## src/rtl/iir_la_pkg.sv

```systemverilog
`timescale 1ns/1ps
package iir_la_pkg;

   // weight of x(n), scaled to 2^(2*frac)
   function automatic longint la_cur_coef(input int alpha, input int frac);
      return ((longint'(1) << frac) - longint'(alpha)) << frac;
   endfunction

   // weight of x(n-1): a*(1-a), scaled to 2^(2*frac)
   function automatic longint la_prev_coef(input int alpha, input int frac);
      return longint'(alpha) * ((longint'(1) << frac) - longint'(alpha));
   endfunction

   // weight of y(n-2): a^2, scaled to 2^(2*frac)
   function automatic longint la_fb_coef(input int alpha);
      return longint'(alpha) * longint'(alpha);
   endfunction

endpackage

```

## src/rtl/iir_la_vpipe.sv

```systemverilog
`timescale 1ns/1ps
module iir_la_vpipe #(
   parameter int LEN = 4
) (
   input  logic clk,
   input  logic rst,
   input  logic d,
   output logic q
);
   generate
      if (LEN == 1) begin : g_one
         always_ff @(posedge clk) begin
            if (rst) q <= 1'b0;
            else     q <= d;
         end
      end else begin : g_chain
         logic [LEN-1:0] sr;
         always_ff @(posedge clk) begin
            if (rst) sr <= '0;
            else     sr <= {sr[LEN-2:0], d};
         end
         assign q = sr[LEN-1];
      end
   endgenerate
endmodule

```

## src/rtl/iir_la_feedfwd.sv

```systemverilog
`timescale 1ns/1ps
module iir_la_feedfwd #(
   parameter int DATA_W = 16,
   parameter int CW = 34,
   parameter bit PROD_REG = 1'b1,
   parameter logic signed [CW-1:0] K_CUR = '0,
   parameter logic signed [CW-1:0] K_PREV = '0
) (
   input  logic                       clk,
   input  logic                       rst,
   input  logic                       in_valid,
   input  logic signed [DATA_W-1:0]   in_data,
   output logic signed [DATA_W+CW:0]  ff_sum
);
   localparam int PW = DATA_W + CW;

   logic signed [DATA_W-1:0] x_cur, x_prev;
   logic signed [PW-1:0]     p_cur_c, p_prev_c, p_cur, p_prev;

   // stage 1: gated sample and its one-cycle-old neighbour
   always_ff @(posedge clk) begin
      if (rst) begin
         x_cur  <= '0;
         x_prev <= '0;
      end else begin
         x_prev <= x_cur;
         x_cur  <= in_valid ? in_data : '0;
      end
   end

   assign p_cur_c  = PW'(x_cur)  * PW'(K_CUR);
   assign p_prev_c = PW'(x_prev) * PW'(K_PREV);

   // stage 2 (optional): product register
   generate
      if (PROD_REG) begin : g_prod_reg
         always_ff @(posedge clk) begin
            if (rst) begin
               p_cur  <= '0;
               p_prev <= '0;
            end else begin
               p_cur  <= p_cur_c;
               p_prev <= p_prev_c;
            end
         end
      end else begin : g_prod_comb
         assign p_cur  = p_cur_c;
         assign p_prev = p_prev_c;
      end
   endgenerate

   // last stage: registered sum handed to the loop
   always_ff @(posedge clk) begin
      if (rst) ff_sum <= '0;
      else     ff_sum <= (PW+1)'(p_cur) + (PW+1)'(p_prev);
   end
endmodule

```

## src/rtl/iir_la_loop.sv

```systemverilog
`timescale 1ns/1ps
module iir_la_loop #(
   parameter int DATA_W = 16,
   parameter int CW = 34,
   parameter int COEF_FRAC = 16,
   parameter bit ROUND_NEAR = 1'b1,
   parameter logic signed [CW-1:0] K_FB = '0
) (
   input  logic                       clk,
   input  logic                       rst,
   input  logic signed [DATA_W+CW:0]  ff_sum,
   output logic signed [DATA_W-1:0]   y
);
   localparam int PW    = DATA_W + CW;
   localparam int SW    = PW + 2;
   localparam int SHIFT = 2 * COEF_FRAC;
   localparam int RW    = SW - SHIFT;
   localparam logic signed [DATA_W-1:0] Y_TOP = {1'b0, {(DATA_W-1){1'b1}}};
   localparam logic signed [DATA_W-1:0] Y_BOT = {1'b1, {(DATA_W-1){1'b0}}};
   localparam logic signed [RW-1:0]     R_TOP = RW'(Y_TOP);
   localparam logic signed [RW-1:0]     R_BOT = RW'(Y_BOT);

   logic signed [PW-1:0]     fb_prod_r;   // second loop register
   logic signed [SW-1:0]     acc, biased, shifted;
   logic signed [RW-1:0]     scaled;
   logic signed [DATA_W-1:0] y_next;

   always_comb acc = SW'(ff_sum) + SW'(fb_prod_r);

   generate
      if (ROUND_NEAR) begin : g_round_near
         localparam logic signed [SW-1:0] HALF = SW'(longint'(1) << (SHIFT-1));
         always_comb biased = acc + HALF;
      end else begin : g_round_trunc
         always_comb biased = acc;
      end
   endgenerate

   always_comb begin
      shifted = biased >>> SHIFT;
      scaled  = shifted[RW-1:0];
      if (scaled > R_TOP)      y_next = Y_TOP;
      else if (scaled < R_BOT) y_next = Y_BOT;
      else                     y_next = scaled[DATA_W-1:0];
   end

   // y and fb_prod_r are the two registers closing the recursion
   always_ff @(posedge clk) begin
      if (rst) begin
         y         <= '0;
         fb_prod_r <= '0;
      end else begin
         y         <= y_next;
         fb_prod_r <= PW'(y) * PW'(K_FB);
      end
   end
endmodule

```

## src/rtl/iir_la_lowpass.sv

```systemverilog
`timescale 1ns/1ps
module iir_la_lowpass #(
   parameter int DATA_W     = 16,
   parameter int COEF_FRAC  = 16,
   parameter int ALPHA_NUM  = 60000,
   parameter bit PROD_REG   = 1'b1,
   parameter bit ROUND_NEAR = 1'b1
) (
   input  logic                     clk,
   input  logic                     rst,
   input  logic                     in_valid,
   input  logic signed [DATA_W-1:0] in_data,
   output logic                     out_valid,
   output logic signed [DATA_W-1:0] out_data
);
   localparam int CW      = 2 * COEF_FRAC + 2;
   localparam int PW      = DATA_W + CW;
   localparam int LATENCY = 3 + int'(PROD_REG);
   localparam logic signed [CW-1:0] K_CUR  = CW'(iir_la_pkg::la_cur_coef(ALPHA_NUM, COEF_FRAC));
   localparam logic signed [CW-1:0] K_PREV = CW'(iir_la_pkg::la_prev_coef(ALPHA_NUM, COEF_FRAC));
   localparam logic signed [CW-1:0] K_FB   = CW'(iir_la_pkg::la_fb_coef(ALPHA_NUM));

   generate
      if (DATA_W < 4 || DATA_W > 24) begin : g_bad_width
         $error("iir_la_lowpass: DATA_W must lie in 4..24");
      end
      if (COEF_FRAC < 4 || COEF_FRAC > 24) begin : g_bad_frac
         $error("iir_la_lowpass: COEF_FRAC must lie in 4..24");
      end
      if (ALPHA_NUM <= 0 || longint'(ALPHA_NUM) >= (longint'(1) << COEF_FRAC)) begin : g_bad_alpha
         $error("iir_la_lowpass: ALPHA_NUM must be in 1..2^COEF_FRAC-1");
      end
   endgenerate

   logic signed [PW:0] ff_sum;

   iir_la_feedfwd #(
      .DATA_W(DATA_W), .CW(CW), .PROD_REG(PROD_REG),
      .K_CUR(K_CUR), .K_PREV(K_PREV)
   ) u_ff (
      .clk(clk), .rst(rst), .in_valid(in_valid), .in_data(in_data), .ff_sum(ff_sum)
   );

   iir_la_loop #(
      .DATA_W(DATA_W), .CW(CW), .COEF_FRAC(COEF_FRAC),
      .ROUND_NEAR(ROUND_NEAR), .K_FB(K_FB)
   ) u_loop (
      .clk(clk), .rst(rst), .ff_sum(ff_sum), .y(out_data)
   );

   iir_la_vpipe #(.LEN(LATENCY)) u_vld (
      .clk(clk), .rst(rst), .d(in_valid), .q(out_valid)
   );
endmodule

```

## config.mk

```make
export PLATFORM = sky130hd
export DESIGN_NAME = iir_la_lowpass
export DESIGN_NICKNAME = d
export VERILOG_FILES = /design/src/rtl/iir_la_pkg.sv /design/src/rtl/iir_la_vpipe.sv /design/src/rtl/iir_la_feedfwd.sv /design/src/rtl/iir_la_loop.sv /design/src/rtl/iir_la_lowpass.sv
export SDC_FILE = /design/constraint.sdc
export NUM_CORES = 1
export LEC_CHECK = 0
export CORE_MARGIN = 2
export CORE_UTILIZATION = 55
export DETAILED_ROUTE_END_ITERATION = 8
export DONT_BUFFER_PORTS = 1
export PLACE_DENSITY_LB_ADDON = 0.2
export SYNTH_ARGS = -nofsm -noshare
export SYNTH_HDL_FRONTEND = slang
export SYNTH_SLANG_ARGS = --single-unit
```

## constraint.sdc

```tcl
create_clock -name clk -period 6.6 [get_ports clk]
set_clock_uncertainty 0.2 [all_clocks]
set_input_delay 0.66 -clock clk [delete_from_list [all_inputs] [get_ports clk]]
set_output_delay 0.66 -clock clk [all_outputs]
set_load 0.02 [all_outputs]
```

==> flow_summary.ini, run 1 <==
[die]
row_count = 73
dieArea_um2 = 41400
coreArea_um2 = 39500
io_pins = 36
initial_core_util_pct = 55.5
die_h_um = 203
die_w_um = 203

[logic_synthesis]
synth_warnings = 0
synthSimpleGateAreaFrac_pct = 9.08
synth_edf_count = 0
async_flop_share_pct = 0
synth_seq_area_share_pct = 17.1
synth-xor-area-share_pct = 3.72
synth_top_cells_by_count = 476 x ha_1, 464 x inv_1, 258 x fa_1
ys.flop_type = dfxtp_1
synth-compound-area-share_pct = 10.8
ys_ff_latch = 187
syn-instance-count = 2256
syn_avg_cell_area_um2 = 9.70
synth_top_family_by_area = adder cells
synth_cell_types = 68
syn_nets = 3009
yosysTopAreaCell = ha_1
yosysTopAreaCellShare_pct = 27.2
synth_adder_area_share_pct = 50.8
synthMuxAreaShare_pct = 0.103
synth_area_leaders = ha_1 27%, fa_1 24%, dfxtp_1 17%
synth_area_um2 = 21900
yosysMostFrequentCell = ha_1

[global_routing]
grt_pass1_vias = 15900
antenna_found_initial = 1
grt_usage_pct = 24.6
grt_max_degree = 158
overflow = 0
grt_pass1_wl_um = 80100

[setup_path]
crit_path_start_kind = flip-flop
endpoint_kind = flip-flop
cp_data_required_time_ps = 6750
rr_worst_depth = 21
reg2reg_slack_ps = 220
cp.depth = 21
cp.buffers_inverters = 4
critPathLaunch = u_loop.y[10]
critPathMostFrequentCell = fa_1
crit_fanout = 3
r2r-start = u_loop.y[10]
cp-endpoint = u_loop.fb_prod_r[48]
path_class = reg -> reg
crit_arrival_ps = 6520
rr_endpoint = u_loop.fb_prod_r[48]
cpPeakStageDelay_ps = 570
slowest_stage = fa_1
crit_family = adder cells
crit_chain = fa_1 -> inv_1 -> fa_1 -> fa_1 -> fa_1 -> inv_1 -> fa_1 -> inv_1 -> fa_1 -> inv_1 -> ha_1 -> o21a_1 -> o21a_1 -> o21a_1 -> o22a_1 -> a32oi_1 -> a21oi_2 -> o41ai_4 -> o21ai_1 -> o31ai_1 -> mux2_2

[clock_tree]
numCtsBuffers = 17
cts_tree = done
clock_sinks = 187
htreeDepth = 4
clkLatencyLatePin_ps = 450
clk_pin_slew_ps = 80
ctsHoldBuffers = 0
cts_root_buffer = clkbuf_16
clockBufferDepth = 2

[detailed_routing]
met2_length_um = 23300
drt_iter0_drc = 813
drc = 0
drt_wl_total_um = 47900
vias = 15000
routedWlPerCell_um = 16.9
dr.max_layer_used = met4
wl_met1_um = 22300
dr_wl_met3_um = 1390
vias_per_cell = 5.30
drtPass1Iterations = 5
ant_nets = 0

[final_layout]
nets = 3044
syn_to_final_growth_pct = 6.79
diodes = 0
fillers = 3464
drive_above_1_share_pct = 4.73

[placement]
dp_hpwl_um = 41100
io_buffers = 0
gp_congestion = 0.943

[sta]
drv_slew = 0
tightest_slew_ps = 734
finalSetupViolCount = 0
fmax_mhz = 157
hold_viol_final = 0
rsz0062_at_grt = true
tns_ps = 0
fin_crit_sh_pct = 96.6
min_period_ps = 6380
slew-limit-headroom_pct = 51.0

[run_status]
status = completed

[run]
cap_viol_max_count = 0

[hold_path]
hold_class = in -> reg
==> area by class of cell <==
| cell class | count | area, um^2 | share of cell area [%] |
|---|---|---|---|
| clock buffers | 17 | 425 | 1.82 |
| clock inverters | 15 | 156 | 0.669 |
| inverters | 464 | 1740 | 7.45 |
| multi-input cells | 1582 | 16300 | 69.9 |
| flip-flops and latches | 187 | 3750 | 16.1 |
| well taps | 525 | 657 | 2.81 |
| repair buffers | 39 | 293 | 1.25 |
==> repair_timing <==
item / CTS / global route
resized for setup: 0 / 13
buffers inserted: 0 / 2
hold endpoints to repair: 0 / 0
endpoints found under the setup margin: 0 / 12
==> per-stage QoR <==
| step | cells | hold WS (ps) | worst slack [ps] | area [um^2] | utilization (%) |
|---|---|---|---|---|---|
| after global routing | 2829 | 98.0 | -29.0 | 23400 | 59.2 |
| final | 2829 | 127 | 223 | 23400 | 59.2 |
| after CTS | 2827 | 93.0 | 47.1 | 23300 | 59.1 |
| after global placement | 2795 | 219 | 125 | 22700 | 57.6 |
| after floorplan | 2256 | 214 | 180 | 21900 | - |
| after detailed placement | 2795 | 223 | 79.3 | 22700 | 57.6 |
==> layout by cell type (no fill, tap or decap), types with 5 or more instances in the layout <==
cell,Yosys,layout
nand2b_1,13,13
nor2_1,147,147
nand2_1,54,54
ha_1,476,476
o21bai_1,12,12
inv_1,464,463
o21ai_0,64,63
or2_2,6,6
and3_1,13,13
nand4_1,8,8
or3_1,6,6
dfxtp_1,187,182
fa_1,258,258
and2_1,28,28
clkbuf_16,0,17
a21o_1,55,55
a31o_2,5,5
a31oi_1,12,12
nand3_1,23,23
inv_6,0,5
a221o_1,5,5
xor2_1,54,54
o21ai_1,7,8
o211ai_1,6,6
a211oi_1,19,18
nor2b_1,57,57
o31ai_1,12,12
a211oi_2,6,5
o21a_1,23,23
buf_4,0,39
xnor2_1,39,39
a21oi_1,77,76
nor3_1,37,37
==> routing by layer <==
metal	track usage, %	vias up
li1	-	7473
met1	32.5	7245
met2	43.1	224
met3	2.88	44
met4	5.87	0
met5	0	-
==> sequential cells by signal, indices dropped and copies added, names as in the netlist <==
register / flops
u_vld.g_chain.sr: 4
u_loop.y: 16
u_ff.x_prev: 14
u_ff.p_prev: 36
u_ff.ff_sum: 37
u_ff.x_cur: 16
u_ff.p_cur: 25
u_loop.fb_prod_r: 39
==> kinds of logic after synthesis <==
logic type / after synthesis
DFF: 187
AOI/OAI and AO/OA: 346
buffers and inverters: 487
muxes: 2
and+or+nand+nor: 407
adders and majority gates: 734
xor gates and xnor gates: 93
==> worst min path at each step <==
stage,from,cells after the start,end
floorplan,u_ff.p_prev[10],1,u_ff.ff_sum[10]
global placement,u_ff.p_prev[10],1,u_ff.ff_sum[10]
detailed placement,u_ff.p_prev[10],1,u_ff.ff_sum[10]
CTS,rst,1,u_ff.ff_sum[33]
global route,rst,1,u_ff.p_prev[43]
finish,in_data[0],1,u_ff.x_cur[0]
Power of run 1 is left out: the tool's default activity adds up to more than one toggle a clock period on the data nets, which glitch-free logic cannot reach.
==> run 2: changes to the inputs <==
--- a/config.mk
+++ b/config.mk
@@ -10,6 +10,7 @@
 export DETAILED_ROUTE_END_ITERATION = 8
 export DONT_BUFFER_PORTS = 1
 export PLACE_DENSITY_LB_ADDON = 0.2
+export REMOVE_ABC_BUFFERS = 1
 export SYNTH_ARGS = -nofsm -noshare
 export SYNTH_HDL_FRONTEND = slang
 export SYNTH_SLANG_ARGS = --single-unit
==> run 2 against run 1 <==
  * First-iteration DRC count decreased by 19%
  * Routed wire length increased by 0.10%
  * Utilization increased by 0.16 points
  * Final area increased by 0.27%
  * Via count increased by 0.26%
  * Global-route usage decreased by 0.16 points
  * Setup slack got worse by 38 ps
  * Critical path depth increased by 1
  * Die area unchanged
  * Clock-buffer cell count unchanged
  * Register-to-register slack got worse by 40 ps
  * Critical path type unchanged
==> flow_summary.ini, run 2 (synthesis results as in run 1) <==
[run_status]
status = completed

[sta]
hold_viol_final = 0
fin_crit_sh_pct = 97.2
drv_slew = 0
tightest_slew_ps = 788
finalSetupViolCount = 0
min_period_ps = 6410
fmax_mhz = 156
slew-limit-headroom_pct = 47.1

[global_routing]
grt_pass1_wl_um = 79600
grt_use_met3_pct = 3.24
use_met1_pct = 32.2
grt_pass1_vias = 15900
gr-max-usage-layer = met2
grt_util_met2_pct = 41.9
grt_max_degree = 158
grt_usage_pct = 24.4
antenna_found_initial = 1
overflow = 0

[die]
initial_core_util_pct = 55.5
die_w_um = 203
die_h_um = 203
row_count = 73
io_pins = 36
dieArea_um2 = 41400
coreArea_um2 = 39500

[detailed_routing]
ant_nets = 0
drt_wl_total_um = 47900
drc = 0
drt_iter0_drc = 662
routedWlPerCell_um = 16.9
drtPass1Iterations = 5
vias = 15000
vias_per_cell = 5.31

[clock_tree]
clkLatencyLatePin_ps = 450
clock_sinks = 187
clockBufferDepth = 2
numCtsBuffers = 17
cts_tree = done
htreeDepth = 4
cts_root_buffer = clkbuf_16
clk_pin_slew_ps = 80

[final_layout]
diodes = 0
stdcell_area_um2 = 23400
syn_to_final_growth_pct = 7.08
regMostFlops = u_loop.fb_prod_r
final_common_cell = ha_1
drive_above_1_share_pct = 4.95
fin_cells = 2829
nets = 3045
reg_top3 = u_loop.fb_prod_r x39, u_ff.ff_sum x37, u_ff.p_prev x36
largest_register_ffs = 39
layout_common_cells = 474 x ha_1, 464 x inv_1, 258 x fa_1, 180 x dfxtp_1, 147 x nor2_1

[setup_path]
cp.buffers_inverters = 5
crit_path_start_kind = flip-flop
endpoint_kind = flip-flop
critPathMostFrequentCell = fa_1
crit_fanout = 3
path_class = reg -> reg
crit_family = adder cells
cpPeakStageDelay_ps = 560
crit_chain = fa_1 -> inv_1 -> fa_1 -> fa_1 -> fa_1 -> inv_1 -> fa_1 -> inv_1 -> fa_1 -> inv_1 -> ha_1 -> o21a_1 -> o21a_1 -> o21a_1 -> o22a_1 -> a32oi_1 -> a21oi_2 -> o41ai_2 -> buf_4 -> o21ai_2 -> o31ai_2 -> mux2_2
cp_data_required_time_ps = 6740
crit_arrival_ps = 6560
slowest_stage = fa_1

[placement]
dp_hpwl_um = 41000
io_buffers = 0
placedCellCount = 2790
gp_congestion = 0.908
dpl_cell_area_um2 = 22700

[hold_path]
hold_class = in -> reg

[run]
cap_viol_max_count = 0
## run 2: changes by cell type in the layout (fill, tap and decap cells not counted), sizes merged
cell,delta
clkinv,-2
bufinv,+1
buf,+1
## run 2: final timing paths
| path | endpoint | start | cells after the start | slack (ps) |
|---|---|---|---|---|
| max | u_loop.fb_prod_r[48] | u_loop.y[10] | 22 | 190 |
| max reg2reg | u_loop.fb_prod_r[48] | u_loop.y[10] | 22 | 190 |
| min | u_vld.g_chain.sr[3] | rst | 1 | 80 |
| min reg2reg | u_ff.ff_sum[13] | u_ff.p_prev[13] | 1 | 230 |
## run 2: per-layer routing
layer / part of all wire, % / vias up
met5: 0 / -
met1: 46 / 7223
li1: - / 7482
met4: 2.8 / 0
met2: 48 / 254
met3: 3.3 / 66
## run 2: per-stage QoR
step	hold slack [ps]	worst slack [ps]	util [%]	TNS, ps
after floorplan	214	180	-	0
after global placement	218	104	57.5	0
after detailed placement	220	58.6	57.5	0
after CTS	62.2	35.1	59.0	0
after global routing	49.2	-17.4	59.4	-23.3
final	81.6	186	59.4	0
## run 2: area by class of cell
cell class / count / area, um^2
inverters: 464 / 1740
fillers: 3451 / 16000
clock inverters: 14 / 183
well taps: 525 / 657
multi-input cells: 1582 / 16400
repair buffers: 40 / 300
flip-flops and latches: 187 / 3750
clock buffers: 17 / 425
## run 2: worst reg2reg max path, delay by kind of cell (launching register included)
| kind | cells | cell delay [ps] |
|---|---|---|
| buffers and inverters | 5 | 390 |
| DFF | 1 | 330 |
| adders and majority gates | 7 | 3450 |
| muxes | 1 | 350 |
| AOI/OAI and AO/OA | 9 | 1590 |
## run 2: timing repair
action | in CTS | in global routing
endpoints found under the setup margin | 0 | 11
resized for setup | 0 | 19
setup buffers | 0 | 8
hold buffers | 0 | 0
Power of run 2 is left out for the same reason.
==> run 3: changes to the inputs <==
--- a/config.mk
+++ b/config.mk
@@ -5,6 +5,7 @@
 export SDC_FILE = /design/constraint.sdc
 export NUM_CORES = 1
 export LEC_CHECK = 0
+export CAP_MARGIN = 20
 export CORE_MARGIN = 2
 export CORE_UTILIZATION = 55
 export DETAILED_ROUTE_END_ITERATION = 8
==> constraint.sdc (replaced) <==
create_clock -name clk -period 6.4 [get_ports clk]
set_clock_uncertainty 0.2 [all_clocks]
set_input_delay 1.92 -clock clk [delete_from_list [all_inputs] [get_ports clk]]
set_output_delay 1.92 -clock clk [all_outputs]
set_load 0.02 [all_outputs]
==> run 3 against run 2 <==
  * Sequential cell count unchanged
  * Final cell count increased by 0.53%
  * Critical endpoint unchanged
  * First-iteration DRC count decreased by 15%
  * Largest cell class unchanged
  * Highest routed layer unchanged
  * Clock-buffer cell count increased by 4
==> flow_summary.ini, run 3 (synthesis results as in run 1) <==
[clock_tree]
clock_sinks = 187
ctsHoldBuffers = 0
cts_tree = done
clk_pin_slew_ps = 70
clockBufferDepth = 2
clkLatencyLatePin_ps = 440
cts_root_buffer = clkbuf_16
numCtsBuffers = 17
htreeDepth = 4

[setup_path]
crit_arrival_ps = 6390
slowest_stage = fa_2
crit_fanout = 4
cpPeakStageDelay_ps = 580
cp_data_required_time_ps = 6530
crit_chain = buf_4 -> fa_2 -> ha_1 -> fa_1 -> fa_1 -> inv_1 -> fa_1 -> fa_1 -> inv_1 -> ha_1 -> a211oi_2 -> nand2_1 -> o22a_1 -> a32oi_2 -> a21oi_2 -> o41ai_2 -> o21ai_1 -> o31ai_1 -> mux2_2
cp.buffers_inverters = 3
crit_family = adder cells
critPathMostFrequentCell = fa_1
path_class = reg -> reg
crit_path_start_kind = flip-flop
endpoint_kind = flip-flop

[detailed_routing]
drt_iter0_drc = 566
vias = 15000
vias_per_cell = 5.28
drt_wl_total_um = 47500
drtPass1Iterations = 5
ant_nets = 0
routedWlPerCell_um = 16.7
drc = 0

[sta]
rsz0062_at_grt = true
hold_viol_final = 0
worst_slack_ps = 146
drv_slew = 0
min_period_ps = 6250
slew-limit-headroom_pct = 44.8
fin_crit_sh_pct = 97.7
finalSetupViolCount = 0
fmax_mhz = 160
tightest_slew_ps = 826

[final_layout]
largest_register_ffs = 39
fillers = 3437
drive_above_1_share_pct = 6.47
diodes = 0
final_common_cell = ha_1
syn_to_final_growth_pct = 7.89
regMostFlops = u_loop.fb_prod_r
layout_common_cells = 469 x ha_1, 458 x inv_1, 256 x fa_1, 173 x dfxtp_1, 147 x nor2_1
nets = 3060
reg_top3 = u_loop.fb_prod_r x39, u_ff.ff_sum x37, u_ff.p_prev x36

[die]
io_pins = 36
row_count = 73
die_w_um = 203
dieArea_um2 = 41400
coreArea_um2 = 39500
initial_core_util_pct = 55.5
die_h_um = 203

[hold_path]
hold_class = reg -> reg

[placement]
gp_congestion = 0.931
pre_cts_slack_ps = -84.2
io_buffers = 0
dp_hpwl_um = 40500

[run_status]
status = completed

[global_routing]
grt_usage_pct = 24.6
grt_pass1_wl_um = 80400
antenna_found_initial = 0
grt_max_degree = 158
overflow = 0
grt_pass1_vias = 16100

[run]
cap_viol_max_count = 0
[run 3: worst paths after layout]
check,startpoint,to,slack [ps],depth (start not counted)
max,u_loop.y[15],u_loop.fb_prod_r[48],150,19
min,u_ff.p_prev[17],u_ff.ff_sum[17],230,1
min reg2reg,u_ff.p_prev[17],u_ff.ff_sum[17],230,1
max reg2reg,u_loop.y[15],u_loop.fb_prod_r[48],150,19
[run 3: final cells by class]
type                            instances  area [um^2]  area share (%)
Tap cell                              525          657            2.78
Sequential cell                       187         3760            15.9
Clock buffer                           21          460            1.95
Multi-Input combinational cell       1582        16400            69.6
Clock inverter                         10          128           0.541
Timing Repair Buffer                   55          432            1.83
Inverter                              464         1740            7.38
[run 3: per-layer routing]
layer | share of wire, % | vias up | global-route usage, %
li1 | - | 7514 | -
met1 | 45 | 7218 | 31.7
met2 | 49 | 219 | 43.6
met3 | 3.1 | 56 | 3.23
met4 | 2.1 | 0 | 6.54
met5 | 0 | - | 0
[run 3: per-stage QoR]
step	instances	setup TNS (ps)	util (%)	hold slack [ps]	cell area, um^2
2_1_floorplan	2233	-20.4	-	214	21800
3_3_place_gp	2805	-30.3	57.8	218	22800
3_5_place_dp	2805	-84.2	57.8	223	22800
4_1_cts	2837	0	59.3	239	23400
5_1_grt	2844	-136	59.8	252	23600
6_report	2844	0	59.8	234	23600
[run 3: what timing repair did]
action	CTS	global route
pin swaps	2	37
buffers inserted	1	7
setup endpoints to repair	1	15
resized for setup	2	46
Power of run 3 is left out for the same reason.
